===== config.mk =====
export PLATFORM = sky130hd
export DESIGN_NAME = pcnt_top
export DESIGN_NICKNAME = d
export VERILOG_FILES = /design/src/rtl/pcnt_pkg.sv /design/src/rtl/pcnt_edge.sv /design/src/rtl/pcnt_tick.sv /design/src/rtl/pcnt_chan.sv /design/src/rtl/pcnt_top.sv
export SDC_FILE = /design/constraint.sdc
export NUM_CORES = 1
export LEC_CHECK = 0
export BUFFER_PORTS_ARGS = -buffer_cell sky130_fd_sc_hd__buf_2
export CAP_MARGIN = 40
export CORE_MARGIN = 2
export CORE_UTILIZATION = 50
export CTS_CLUSTER_SIZE = 12
export DETAILED_ROUTE_END_ITERATION = 7
export GPL_ROUTABILITY_DRIVEN = 0
export PLACE_DENSITY = 0.66
export SETUP_SLACK_MARGIN = 0.05
export SLEW_MARGIN = 0
export SYNTH_ARGS = -nofsm -noshare
export SYNTH_HDL_FRONTEND = slang
export SYNTH_SLANG_ARGS = --single-unit

===== constraint.sdc =====
create_clock -name clk -period 5.8 [get_ports clk]
set_clock_uncertainty 0.1 [all_clocks]
set_input_delay 1.16 -clock clk [delete_from_list [all_inputs] [get_ports clk]]
set_output_delay 1.16 -clock clk [all_outputs]
set_load 0.02 [all_outputs]

===== src/rtl/pcnt_pkg.sv =====
`timescale 1ns/1ps
// Package: shared register-select encoding for the edge event counter.
package pcnt_pkg;
    typedef enum logic [1:0] {
        SEL_CFG  = 2'd0,
        SEL_LO   = 2'd1,
        SEL_HI   = 2'd2,
        SEL_NONE = 2'd3
    } reg_sel_e;
endpackage


===== src/rtl/pcnt_edge.sv =====
`timescale 1ns/1ps
// pcnt_edge: two-flop synchronizer followed by a rising-edge detector.
// Assumes din is asynchronous to clk. rise is high for one cycle, two
// edges after din goes high.
module pcnt_edge (
    input  logic clk,
    input  logic rst_n,
    input  logic din,
    output logic rise
);
    logic [2:0] shift_q;  // [0],[1] synchronizer, [2] previous sample

    // Shift the input through the synchronizer and the history flop.
    always_ff @(posedge clk) begin
        if (!rst_n) shift_q <= '0;
        else        shift_q <= {shift_q[1:0], din};
    end

    assign rise = shift_q[1] & ~shift_q[2];
endmodule


===== src/rtl/pcnt_tick.sv =====
`timescale 1ns/1ps
// pcnt_tick: free-running prescaler that gives a one-cycle tick every
// CLKS_PER_TICK clocks. Assumes CLKS_PER_TICK >= 1.
module pcnt_tick #(
    parameter int CLKS_PER_TICK = 200_000_000
) (
    input  logic clk,
    input  logic rst_n,
    output logic tick
);
    localparam int W = (CLKS_PER_TICK > 1) ? $clog2(CLKS_PER_TICK) : 1;
    localparam logic [W-1:0] LAST = W'(CLKS_PER_TICK - 1);

    logic [W-1:0] div_q;

    // Count clocks and wrap at the tick boundary.
    always_ff @(posedge clk) begin
        if (!rst_n)            div_q <= '0;
        else if (div_q == LAST) div_q <= '0;
        else                   div_q <= div_q + 1'b1;
    end

    assign tick = (div_q == LAST);
endmodule


===== src/rtl/pcnt_chan.sv =====
`timescale 1ns/1ps
// pcnt_chan: one counting channel. An all-ones cfg counts every edge.
// Otherwise cfg[FW-1:0] is the window length in ticks and cfg[HALF_W-1:FW]
// is the number of edges needed. An event bumps the count and pulses evt.
// Assumes rise and tick are single-cycle pulses. clr wins over an increment.
module pcnt_chan #(
    parameter int HALF_W = 16,
    localparam int CNT_W = 2 * HALF_W,
    localparam int FW    = HALF_W / 2
) (
    input  logic              clk,
    input  logic              rst_n,
    input  logic              rise,
    input  logic              tick,
    input  logic [HALF_W-1:0] cfg,
    input  logic              cfg_wr,
    input  logic              clr,
    output logic [CNT_W-1:0]  cnt,
    output logic              evt,
    output logic              up
);
    logic [FW-1:0] win_len, need;
    logic          active;
    logic [FW-1:0] edges, left;
    logic          expire, live, hit;
    logic [FW:0]   edges_nxt;

    assign up      = &cfg;
    assign win_len = cfg[FW-1:0];
    assign need    = cfg[HALF_W-1:FW];

    // Decide whether the open window ends now and whether this edge completes a burst.
    always_comb begin
        expire    = active & tick & (left <= FW'(1));
        live      = active & ~expire;
        edges_nxt = {1'b0, edges} + 1'b1;
        if (live) hit = rise & ~up & (edges_nxt >= {1'b0, need});
        else      hit = rise & ~up & (need <= FW'(1));
    end

    // Track the burst window: open, gather edges, time out or complete.
    always_ff @(posedge clk) begin
        if (!rst_n || cfg_wr || up || hit) begin
            active <= 1'b0;
            edges  <= '0;
            left   <= '0;
        end else if (rise) begin
            active <= 1'b1;
            if (live) begin
                edges <= edges + 1'b1;
                if (tick) left <= left - 1'b1;
            end else begin
                edges <= FW'(1);
                left  <= win_len;
            end
        end else if (expire) begin
            active <= 1'b0;
            edges  <= '0;
        end else if (active && tick) begin
            left <= left - 1'b1;
        end
    end

    // Maintain the event count and the registered event pulse.
    always_ff @(posedge clk) begin
        if (!rst_n) begin
            cnt <= '0;
            evt <= 1'b0;
        end else begin
            evt <= hit;
            if (clr)                   cnt <= '0;
            else if ((up & rise) | hit) cnt <= cnt + 1'b1;
        end
    end
endmodule


===== src/rtl/pcnt_top.sv =====
`timescale 1ns/1ps
// pcnt_top: NCH edge event counters behind a small register port.
// addr[AW-1:2] selects the channel and addr[1:0] the register (see pcnt_pkg).
// Reads are registered. A low-half read captures the high half.
// Assumes single-cycle wr_en/rd_en strobes from a synchronous master.
module pcnt_top
    import pcnt_pkg::*;
#(
    parameter int NCH           = 4,
    parameter int HALF_W        = 16,
    parameter int CLKS_PER_TICK = 200_000_000,
    localparam int CHW   = (NCH > 1) ? $clog2(NCH) : 1,
    localparam int AW    = CHW + 2,
    localparam int CNT_W = 2 * HALF_W
) (
    input  logic              clk,
    input  logic              rst_n,
    input  logic [NCH-1:0]    din,
    input  logic              wr_en,
    input  logic              rd_en,
    input  logic [AW-1:0]     addr,
    input  logic [HALF_W-1:0] wdata,
    output logic [HALF_W-1:0] rdata,
    output logic [NCH-1:0]    event_o
);
    logic                          tick;
    logic [CHW-1:0]                ch_idx;
    reg_sel_e                      sel;
    logic [NCH-1:0]                ch_hit;
    logic [NCH-1:0]                rise_w, up_w, clr_w, cfg_wr_w;
    logic [NCH-1:0][CNT_W-1:0]     cnt_w;
    logic [NCH-1:0][HALF_W-1:0]    cfg_q, hold_q;
    logic [HALF_W-1:0]             rd_mux;

    assign ch_idx = addr[AW-1:2];
    assign sel    = reg_sel_e'(addr[1:0]);

    pcnt_tick #(.CLKS_PER_TICK(CLKS_PER_TICK)) u_tick (
        .clk(clk), .rst_n(rst_n), .tick(tick)
    );

    for (genvar g = 0; g < NCH; g++) begin : g_ch
        assign ch_hit[g]   = (ch_idx == CHW'(g));
        assign clr_w[g]    = wr_en & ch_hit[g] & (sel == SEL_LO);
        assign cfg_wr_w[g] = wr_en & ch_hit[g] & (sel == SEL_CFG);

        pcnt_edge u_edge (
            .clk(clk), .rst_n(rst_n), .din(din[g]), .rise(rise_w[g])
        );

        pcnt_chan #(.HALF_W(HALF_W)) u_chan (
            .clk(clk), .rst_n(rst_n), .rise(rise_w[g]), .tick(tick),
            .cfg(cfg_q[g]), .cfg_wr(cfg_wr_w[g]), .clr(clr_w[g]),
            .cnt(cnt_w[g]), .evt(event_o[g]), .up(up_w[g])
        );
    end

    // Hold configuration words and the captured high halves.
    always_ff @(posedge clk) begin
        if (!rst_n) begin
            cfg_q  <= '1;
            hold_q <= '0;
        end else begin
            for (int i = 0; i < NCH; i++) begin
                if (cfg_wr_w[i]) cfg_q[i] <= wdata;
                if (rd_en && ch_hit[i] && sel == SEL_LO)
                    hold_q[i] <= cnt_w[i][CNT_W-1:HALF_W];
            end
        end
    end

    // Select read data for the addressed channel and register.
    always_comb begin
        rd_mux = '0;
        for (int i = 0; i < NCH; i++) begin
            if (ch_hit[i]) begin
                case (sel)
                    SEL_CFG: rd_mux = cfg_q[i];
                    SEL_LO:  rd_mux = cnt_w[i][HALF_W-1:0];
                    SEL_HI:  rd_mux = hold_q[i];
                    default: rd_mux = '0;
                endcase
            end
        end
    end

    // Register the read data.
    always_ff @(posedge clk) begin
        if (!rst_n)     rdata <= '0;
        else if (rd_en) rdata <= rd_mux;
    end
endmodule


Word-level counts from Yosys, hierarchy flattened
Index checks and enable logic that the tools add are counted.
- bits of input ports: 28
- register bits after elaboration: 384
- logic and storage cells: 238
- $lt $le $gt $ge: 12
- add/sub/neg operators: 17
- eq/ne operators: 14
- multiplexer cells: 52
- bitwise gates (word level): 61
- reduce and logical (&&, ||, !) cells: 48
- operator list (operator ; count):
    $mux W8 ; 32
    $pmux W16 S3 ; 4
    $add A32 B1 Y32 const B ; 4
    $le A8 B1 Y1 const B ; 8
    $mux W16 ; 4
    $reduce_and A16 Y1 ; 4
    $and A1 B1 Y1 ; 44
    $add A8 B1 Y9 const B ; 4
    $ge A9 B8 Y1 ; 4
    $add A8 B1 Y8 const B ; 4
    $sub A8 B1 Y8 const B ; 4
    $add A28 B1 Y28 const B ; 1
    $eq A28 B28 Y1 const B ; 1
    $reduce_bool A2 Y1 ; 8
    $not A1 Y1 ; 13
    $logic_and A1 B1 Y1 ; 12
    $logic_or A1 B1 Y1 ; 12
    $mux W1 ; 12
    $ne A3 B3 Y1 const B ; 4
    $reduce_and A3 Y1 ; 4
    $reduce_or A2 Y1 ; 5
    $ne A2 B1 Y1 const B ; 4
    $eq A2 B2 Y1 const B ; 3
    $eq A2 B1 Y1 const B ; 2
    other kinds (3) ; 7

Longest topological paths before layout
Gate-level depths: netlist (run 1).
- word-level depth: 7
- mapped depth: 14

Hierarchy
From an unflattened synthesis (run 1), not the netlist that was laid out.
- cells, all modules: 2661
- area total of the unflattened synthesis: 21105.2 µm²
- by module, submodules not included (module ; instances ; area an instance (µm²) ; seq. area each (µm²) ; cells each):
    pcnt_chan at g_ch[0].u_chan ... ; 3 ; 3161.8 ; 1001.0 ; 407
    pcnt_top ; 1 ; 6951.7 ; 2882.8 ; 878
    pcnt_chan at g_ch[2].u_chan ; 1 ; 2877.8 ; 1001.0 ; 367
    pcnt_tick ; 1 ; 1420.1 ; 560.5 ; 167
    pcnt_edge ; 4 ; 92.6 ; 60.1 ; 7

Worst setup path before layout (run 1)
OpenSTA, ideal clock, no wires.
- path kind: register -> register
- from: register g_ch[0].u_chan.active
- to: register g_ch[0].u_chan.left[1]
- stages on the path, launching flop included: 10
- setup time: 0.122 ns
- required time: 5.578 ns
- arrival time: 2.834 ns
- setup slack: 2.745 ns
- period minus slack after synthesis: 3.055 ns
- path through: dfxtp_1 > clkbuf_2 > or4b_1 > or3_1 > or4_1 > nand2_1 > mux2_2 > o21ai_1 > buf_2 > nor2_1
- longest elaborated chain between the ends: 6
- elaborated cells on any way between the ends: 13
- ends and longest elaborated chain (item ; line ; text):
    start, declared ; pcnt_chan.sv:23 ; logic active;
    start signal, assigned ; pcnt_chan.sv:44 ; active <= 1'b0;
    start signal, assigned ; pcnt_chan.sv:48 ; active <= 1'b1;
    start signal, assigned ; pcnt_chan.sv:57 ; active <= 1'b0;
    $and A1 B1 Y1 (2 in series) ; pcnt_chan.sv:34 ; expire = active & tick & (left <= FW'(1));
    $not A1 Y1 ; pcnt_chan.sv:35 ; live = active & ~expire;
    $and A1 B1 Y1 ; pcnt_chan.sv:35 ;
    $ne A3 B3 Y1 (no line) (tied with other cells) ; - ;
    $reduce_and A3 Y1 (no line) (tied with other cells) ; - ;
    end signal, assigned ; pcnt_chan.sv:51 ; if (tick) left <= left - 1'b1;
    end signal, assigned ; pcnt_chan.sv:54 ; left <= win_len;
    end signal, assigned ; pcnt_chan.sv:60 ; left <= left - 1'b1;
    end, declared ; pcnt_chan.sv:24 ; logic [FW-1:0] edges, left;
Several ways; a longest one is shown, not always the timed one.
A chain may end at the register's enable or synchronous reset.

Worst setup path after layout (run 1)
- from: register u_tick.div_q[0]
- to: register g_ch[1].u_chan.left[0]
- longest elaborated chain between the ends: 7
- elaborated cells on any way between the ends: 14
- ends and longest elaborated chain (item ; line ; text):
    start, declared ; pcnt_tick.sv:14 ; logic [W-1:0] div_q;
    start signal, assigned ; pcnt_tick.sv:20 ; else div_q <= div_q + 1'b1;
    $eq A28 B28 Y1 (*) ; pcnt_tick.sv:23 ; assign tick = (div_q == LAST);
    $and A1 B1 Y1 (2 in series) ; pcnt_chan.sv:34 ;
    $not A1 Y1 ; pcnt_chan.sv:35 ;
    $and A1 B1 Y1 ; pcnt_chan.sv:35 ;
    $ne A3 B3 Y1 (no line) (tied with other cells) ; - ;
    $reduce_and A3 Y1 (no line) (tied with other cells) ; - ;
    end signal, assigned ; pcnt_chan.sv:51 ;
    end signal, assigned ; pcnt_chan.sv:54 ;
    end signal, assigned ; pcnt_chan.sv:60 ;
    end, declared ; pcnt_chan.sv:24 ;
Every way passes the cells marked *; elsewhere a longest branch is shown, timed or not.

==> results.sh, run 1 <==
export IMPL_rsz0062_at_grt="no"
export IMPL_core_area_mm2=0.03883
export IMPL_design_die_area_mm2=0.04119
export IMPL_fin_hold_ws_ns=0.3297
export IMPL_layout_min_cycle_time_ns=3.777
export IMPL_numCtsBuffers=43
export IMPL_cp_arrival_ns=4.12
export IMPL_p_comb_share_pct=9.6
export IMPL_area_delta_synth_final_pct=10.05
export IMPL_worstSetupEndpointType="register"
export IMPL_routed_wl_mm=61.50
export IMPL_clockPowerShare_pct=45.5
export IMPL_floorplan_rows=72
export IMPL_grt_pass1_wl_mm=97.90
export IMPL_ctsHoldBuffers=0
export IMPL_fin_area_mm2=0.02178
export IMPL_synth_area_leader_cell="dfxtp_1"
export IMPL_ios=48
export IMPL_total_power_mw=6.055
export IMPL_ant_nets=0
export IMPL_seqPwrFrac_pct=44.9
export IMPL_dp_cells=2967
export IMPL_die_h_um=203.0
export IMPL_worstMarginPinSlew_ns=0.9082
export IMPL_grt_max_degree=84
export IMPL_via_per_inst=6.320
export IMPL_netlist_area_mm2=0.01979
export IMPL_p_leak_nw=8.120
export IMPL_path_cells="ha_1, and4_1, nand4_1, o21ai_1, and2_1, mux2_2, a211o_1, a2111oi_0"
export IMPL_grt_overflow_total=0
export IMPL_final_hold_viol_count=0
export IMPL_async_reset_ff_share_pct=0
export IMPL_crit_path_top_delay_cell="o21ai_1"
export IMPL_use_met3_pct=5.522
export IMPL_num_fill_cells=3640
export IMPL_hp_class="reg2reg"
export IMPL_crit_type="reg2reg"
export IMPL_multi_input_area_mm2=0.01122
export IMPL_drcViolationCount=0
export IMPL_fmax_mhz=264.7
export IMPL_fin_crit_sh_pct=65.13
export IMPL_final_nets=2571
export IMPL_ys_seq_area_share_pct=38.84
export IMPL_avgSynthCellArea_um2=7.838
export IMPL_p_sw_mw=1.573
export IMPL_maxCapViolations=0
export IMPL_switching_share_pct=25.98
export IMPL_final_layout_size_suffix_gt1_share_pct=7.250
export IMPL_cts_sinks=384
export IMPL_placed_area_mm2=0.02037
export IMPL_final_core_util_pct=56.10
export IMPL_setup_worst_path_start_class="register"
export IMPL_status="finished clean"
export IMPL_required_ns=6.15
export IMPL_clockRootBuffer="clkbuf_16"
export IMPL_ys_seq_elements=384
export IMPL_postCtsSetupBuffers=0
export IMPL_cts_htree_levels=2
export IMPL_hpwl_mm=43.93
export IMPL_synth_edff_count=0
export IMPL_die_width_um=203.0
export IMPL_yosys_area_top_type_share_pct=38.84
export IMPL_wl_per_cell_um=20.20
export IMPL_slowest_delay_ns=0.61
export IMPL_clk_path_buf_depth=3
export IMPL_grtUsageTotal_pct=29.61
export IMPL_io_buffers=47
export IMPL_power_density_mw_per_mm2=278.0
export IMPL_cts_tree="done"
export IMPL_slew_headroom_pct=38.89
export IMPL_clk_pin_slew_worst_paths_ns=0.06
export IMPL_grt_pass1_vias=17804
export IMPL_top_usage_layer="met2"
export IMPL_ys_types=71
export IMPL_initial_utilization_pct=50.97
export IMPL_synth_flop_cell="dfxtp_1"
export IMPL_grtUsageMet2_pct=47.30
export IMPL_synth_cells=2525
export IMPL_setup_total_negative_slack_ns=0
export IMPL_setup_viol=0
export IMPL_ir_drop_uv=226.2
export IMPL_ff_latch_area_mm2=0.007687
export IMPL_syn_nets=2602
export IMPL_p_int_mw=4.482
export IMPL_first_pass_iters=6
export IMPL_slew_violations=0
export IMPL_antenna_found_initial=4
export IMPL_vias=19237
export IMPL_crit_fanout=17
export IMPL_synthTopCellsByArea="dfxtp_1, nand2_1, a21oi_1, nor2_1, mux2i_1"
export IMPL_ys_warn_count=0
export IMPL_place_ws_ns=2.119
export IMPL_clock_latency_ns=0.57
export IMPL_use_met1_pct=39.32
export IMPL_layout_cells_non_filler=3044
export IMPL_fin_ws_ns=2.023
export IMPL_synthTopCellsByCount="nand2_1, dfxtp_1, a21oi_1, nor2_1, clkbuf_1"
export IMPL_yosysMostFrequentCell="nand2_1"
export IMPL_drt_first_iter_violations=1942
export IMPL_post_cts_resized=0
area by class of cell:
type | instances | share of cell area (%)
multi-input cells | 1916 | 51.52
well taps | 518 | 2.976
clock inverters | 14 | 0.6893
repair buffers | 84 | 2.608
clock buffers | 61 | 5.767
inverters | 65 | 1.120
flip-flops and latches | 384 | 35.29
diodes | 2 | 0.02298
worst paths after layout:
check / startpoint / endpoint / slack [ns] / cells past startpoint
min: g_ch[1].u_edge.shift_q[0]$_SDFF_PN0_ / g_ch[1].u_edge.shift_q[1]$_SDFF_PN0_ / 0.33 / 1
max: u_tick.div_q[0]$_SDFF_PP0_ / g_ch[1].u_chan.left[0]$_SDFFE_PP0P_ / 2.02 / 8
max reg2reg: u_tick.div_q[0]$_SDFF_PP0_ / g_ch[1].u_chan.left[0]$_SDFFE_PP0P_ / 2.02 / 8
min reg2reg: g_ch[1].u_edge.shift_q[0]$_SDFF_PN0_ / g_ch[1].u_edge.shift_q[1]$_SDFF_PN0_ / 0.33 / 1
sequential cells by signal, indices dropped and copies added (netlist names), 12 cells and up:
| name | count |
|---|---|
| g_ch.u_chan.cnt | 128 |
| cfg_q | 64 |
| rdata | 16 |
| u_tick.div_q | 28 |
| g_ch.u_chan.left | 32 |
| hold_q | 64 |
| g_ch.u_chan.edges | 32 |
| g_ch.u_edge.shift_q | 12 |
power groups by stage:
stage | registers (mW) | clock network [mW] | logic, mW
6_report | 2.72 | 2.75 | 0.582
2_1_floorplan | 2.77 | 0 | 0.400
5_1_grt | 2.72 | 2.90 | 0.630
3_5_place_dp | 2.78 | 0 | 0.565
4_1_cts | 2.72 | 2.80 | 0.569
3_3_place_gp | 2.77 | 0 | 0.538
worst max-delay path: cells and delay by family (launching register included):
kind / cells / cell delay [ns]
and+or+nand+nor: 3 / 1.03
AOI/OAI and AO/OA: 3 / 1.46
adders and majority gates: 1 / 0.29
DFF: 1 / 0.42
muxes: 1 / 0.36
layout by cell type, fill, tap and decap left out, types with 11 or more instances in the layout:
cell type	instances
o311ai_0	11
nor2b_1	11
buf_2	46
nand2_1	424
buf_4	32
xnor2_1	25
nand4_1	78
and3_1	40
a22oi_1	29
o41ai_1	11
and2_1	26
ha_1	49
xor2_1	27
inv_1	63
or3_1	30
o211ai_1	77
nor2_1	166
a211oi_1	13
nand3_1	120
o31ai_1	49
a21oi_1	240
nor4_1	26
nor3_1	34
nand2b_1	40
clkbuf_16	45
or4_1	75
o21ai_0	101
dfxtp_1	384
a31oi_1	18
mux2i_1	62
logic make-up (layout without fill, tap and decap cells):
family                   Yosys count  in the layout  synth area share [%]
AO/OA/AOI/OAI                    635            635                 20.08
XOR/XNOR                          52             52                 2.301
adder cells (fa/ha/maj)           49             49                 3.098
buffers and inverters            225            224                 4.634
flip-flops                       384            384                 38.84
multiplexers                      66             66                 3.363
other                              0              2                     0
AND/OR/NAND/NOR                 1114           1114                 27.68
layer usage:
layer	share of wire, %	routed length [um]
met5	0.015	9
met4	4.3	2633
met3	7.9	4873
met2	45	27690
met1	43	26300
(Power assumes the default switching activity.)
==> inputs of run 2 (changes only) <==
PLACE_DENSITY = 0.69   (was 0.66)
clock period = 3.1 ns   (was 5.8 ns; I/O delays follow)
==> run 2 against run 1 <==
  * Non-clock buffer count increased by 66
  * Largest cell class unchanged
  * Sequential cell count unchanged
  * Die area unchanged
  * Clock-buffer cell count decreased by 3
  * Sequential share of layout area decreased by 1.2 points
==> results.sh, run 2 (same netlist as run 1, synthesis figures left out) <==
export IMPL_clk_path_buf_depth=3
export IMPL_grt_max_degree=65
export IMPL_crit_path_top_delay_cell="or4_4"
export IMPL_path_buf_inv=2
export IMPL_top_register="g_ch.u_chan.cnt"
export IMPL_drcViolationCount=0
export IMPL_required_ns=3.51
export IMPL_fmax_mhz=330.5
export IMPL_status="finished clean"
export IMPL_largestRegisters="g_ch.u_chan.cnt x128, cfg_q x64, hold_q x64"
export IMPL_io_buffers=47
export IMPL_grtUsageTotal_pct=29.62
export IMPL_design_die_area_mm2=0.04119
export IMPL_crit_type="reg2reg"
export IMPL_fin_ws_ns=0.07410
export IMPL_hp_class="in2reg"
export IMPL_place_ws_ns=-0.01581
export IMPL_vias=19684
export IMPL_drt_first_iter_violations=2063
export IMPL_clockRootBuffer="clkbuf_16"
export IMPL_grt_overflow_total=0
export IMPL_antenna_found_initial=2
export IMPL_cp_top_family="simple AND/OR/NAND/NOR gates"
export IMPL_crit_path_frequent_cell="or4_4"
export IMPL_grt_pass1_vias=18013
export IMPL_path_cells="or4_4, or4_4, o31ai_4, and3_4, a211oi_4, buf_6, clkbuf_16, or4_1, a21oi_1"
export IMPL_initial_utilization_pct=50.97
export IMPL_slowest_delay_ns=0.53
export IMPL_numCtsBuffers=43
export IMPL_final_layout_size_suffix_gt1_share_pct=11.63
export IMPL_die_width_um=203.0
export IMPL_die_h_um=203.0
export IMPL_rsz0062_at_grt="yes"
export IMPL_crit_fanout=8
export IMPL_wl_per_cell_um=20.25
export IMPL_cts_htree_levels=2
export IMPL_ios=48
export IMPL_area_delta_synth_final_pct=14.41
export IMPL_via_per_inst=6.331
export IMPL_worstSetupEndpointType="register"
export IMPL_hpwl_mm=44.59
export IMPL_setup_worst_path_start_class="register"
export IMPL_layout_min_cycle_time_ns=3.026
export IMPL_setup_viol=0
export IMPL_routed_wl_mm=62.96
export IMPL_ant_nets=0
export IMPL_fin_hold_ws_ns=0.1432
export IMPL_reg2reg_slack_ns=0.07
export IMPL_mostFrequentLayoutCells="nand2_1, dfxtp_1, a21oi_1, nor2_1, nand3_1"
export IMPL_cts_tree="done"
export IMPL_ir_drop_uv=457.2
export IMPL_slew_violations=0
export IMPL_largest_reg_flops=128
export IMPL_core_area_mm2=0.03883
export IMPL_final_hold_viol_count=0
export IMPL_power_density_mw_per_mm2=510.0
export IMPL_floorplan_rows=72
export IMPL_worstMarginPinSlew_ns=0.8266
export IMPL_ctsHoldBuffers=0
export IMPL_grt_pass1_wl_mm=98.19
export IMPL_slew_headroom_pct=44.76
export IMPL_total_power_mw=11.55
export IMPL_first_pass_iters=6
export IMPL_clock_latency_ns=0.59
export IMPL_p_leak_nw=8.488
export IMPL_mostFrequentLayoutCell="nand2_1"
export IMPL_clk_pin_slew_worst_paths_ns=0.06
export IMPL_cp_arrival_ns=3.44
export IMPL_cts_sinks=384
export IMPL_final_nets=2637
export IMPL_fin_crit_sh_pct=97.61
export IMPL_maxCapViolations=0
[run 2: cell types whose count changed in the layout (fill, tap and decap cells not counted), sizes merged]
cell,delta
inv,+1
bufinv,+1
clkbuf,-1
buf,+64
[run 2: path summary, 6_finish.rpt]
kind | start | cells after the start | end
worst max register to register | g_ch[2].u_chan.left[4]$_SDFFE_PP0P_ | 9 | g_ch[2].u_chan.cnt[4]$_SDFFE_PP0P_
worst min-delay path | din[1] | 2 | g_ch[1].u_edge.shift_q[0]$_SDFF_PN0_
worst max-delay path | g_ch[2].u_chan.left[4]$_SDFFE_PP0P_ | 9 | g_ch[2].u_chan.cnt[4]$_SDFFE_PP0P_
worst min register to register | g_ch[2].u_edge.shift_q[0]$_SDFF_PN0_ | 1 | g_ch[2].u_edge.shift_q[1]$_SDFF_PN0_
[run 2: worst register-to-register path, stage by stage (launching register included)]
cell and delay (ns):
dfxtp_1 0.33, or4_4 0.53, or4_4 0.46, o31ai_4 0.27, and3_4 0.25, a211oi_4 0.05
buf_6 0.18, clkbuf_16 0.16, or4_1 0.48, a21oi_1 0.15
[run 2: repair_timing]
item | 4_1_cts | 5_1_grt
endpoints found under the setup margin | 30 | 174
resized for setup | 5 | 74
buffers inserted | 3 | 4
cloned | 0 | 4
pin swaps | 2 | 29
[run 2: per-layer routing]
layer	routed length (um)	up-vias	global-route usage, %	part of all wire, %
met5	11	-	0	0.017
met4	2864	2	13.58	4.5
met3	5169	172	6.132	8.2
met2	28290	803	46.20	45
met1	26620	9429	39.38	42
li1	-	9278	-	-
[run 2: power breakdown]
group          switching [mW]  internal (mW)
clock                    2.15           3.05
sequential             0.0803           5.00
combinational           0.832          0.430
[run 2: area by class of cell]
cell class                 instances  area, um2
antenna                            2      5.005
multi-input combinational       1916      11480
clock inverter                    16      203.9
tap                              518      648.1
timing repair buffer             150       1144
fill                            3508      16180
inverter                          65      244.0
clock buffer                      58       1204
sequential                       384       7715
[run 2: metrics by stage]
step / TNS (ns) / util (%) / instance area, um2 / cells
4_1_cts: 0 / 57.32 / 22260 / 3099
2_1_floorplan: 0 / - / 19800 / 2525
6_report: 0 / 58.32 / 22640 / 3109
3_5_place_dp: -0.01581 / 53.59 / 20810 / 3022
3_3_place_gp: 0 / 53.59 / 20810 / 3022
5_1_grt: -0.03730 / 58.31 / 22640 / 3108
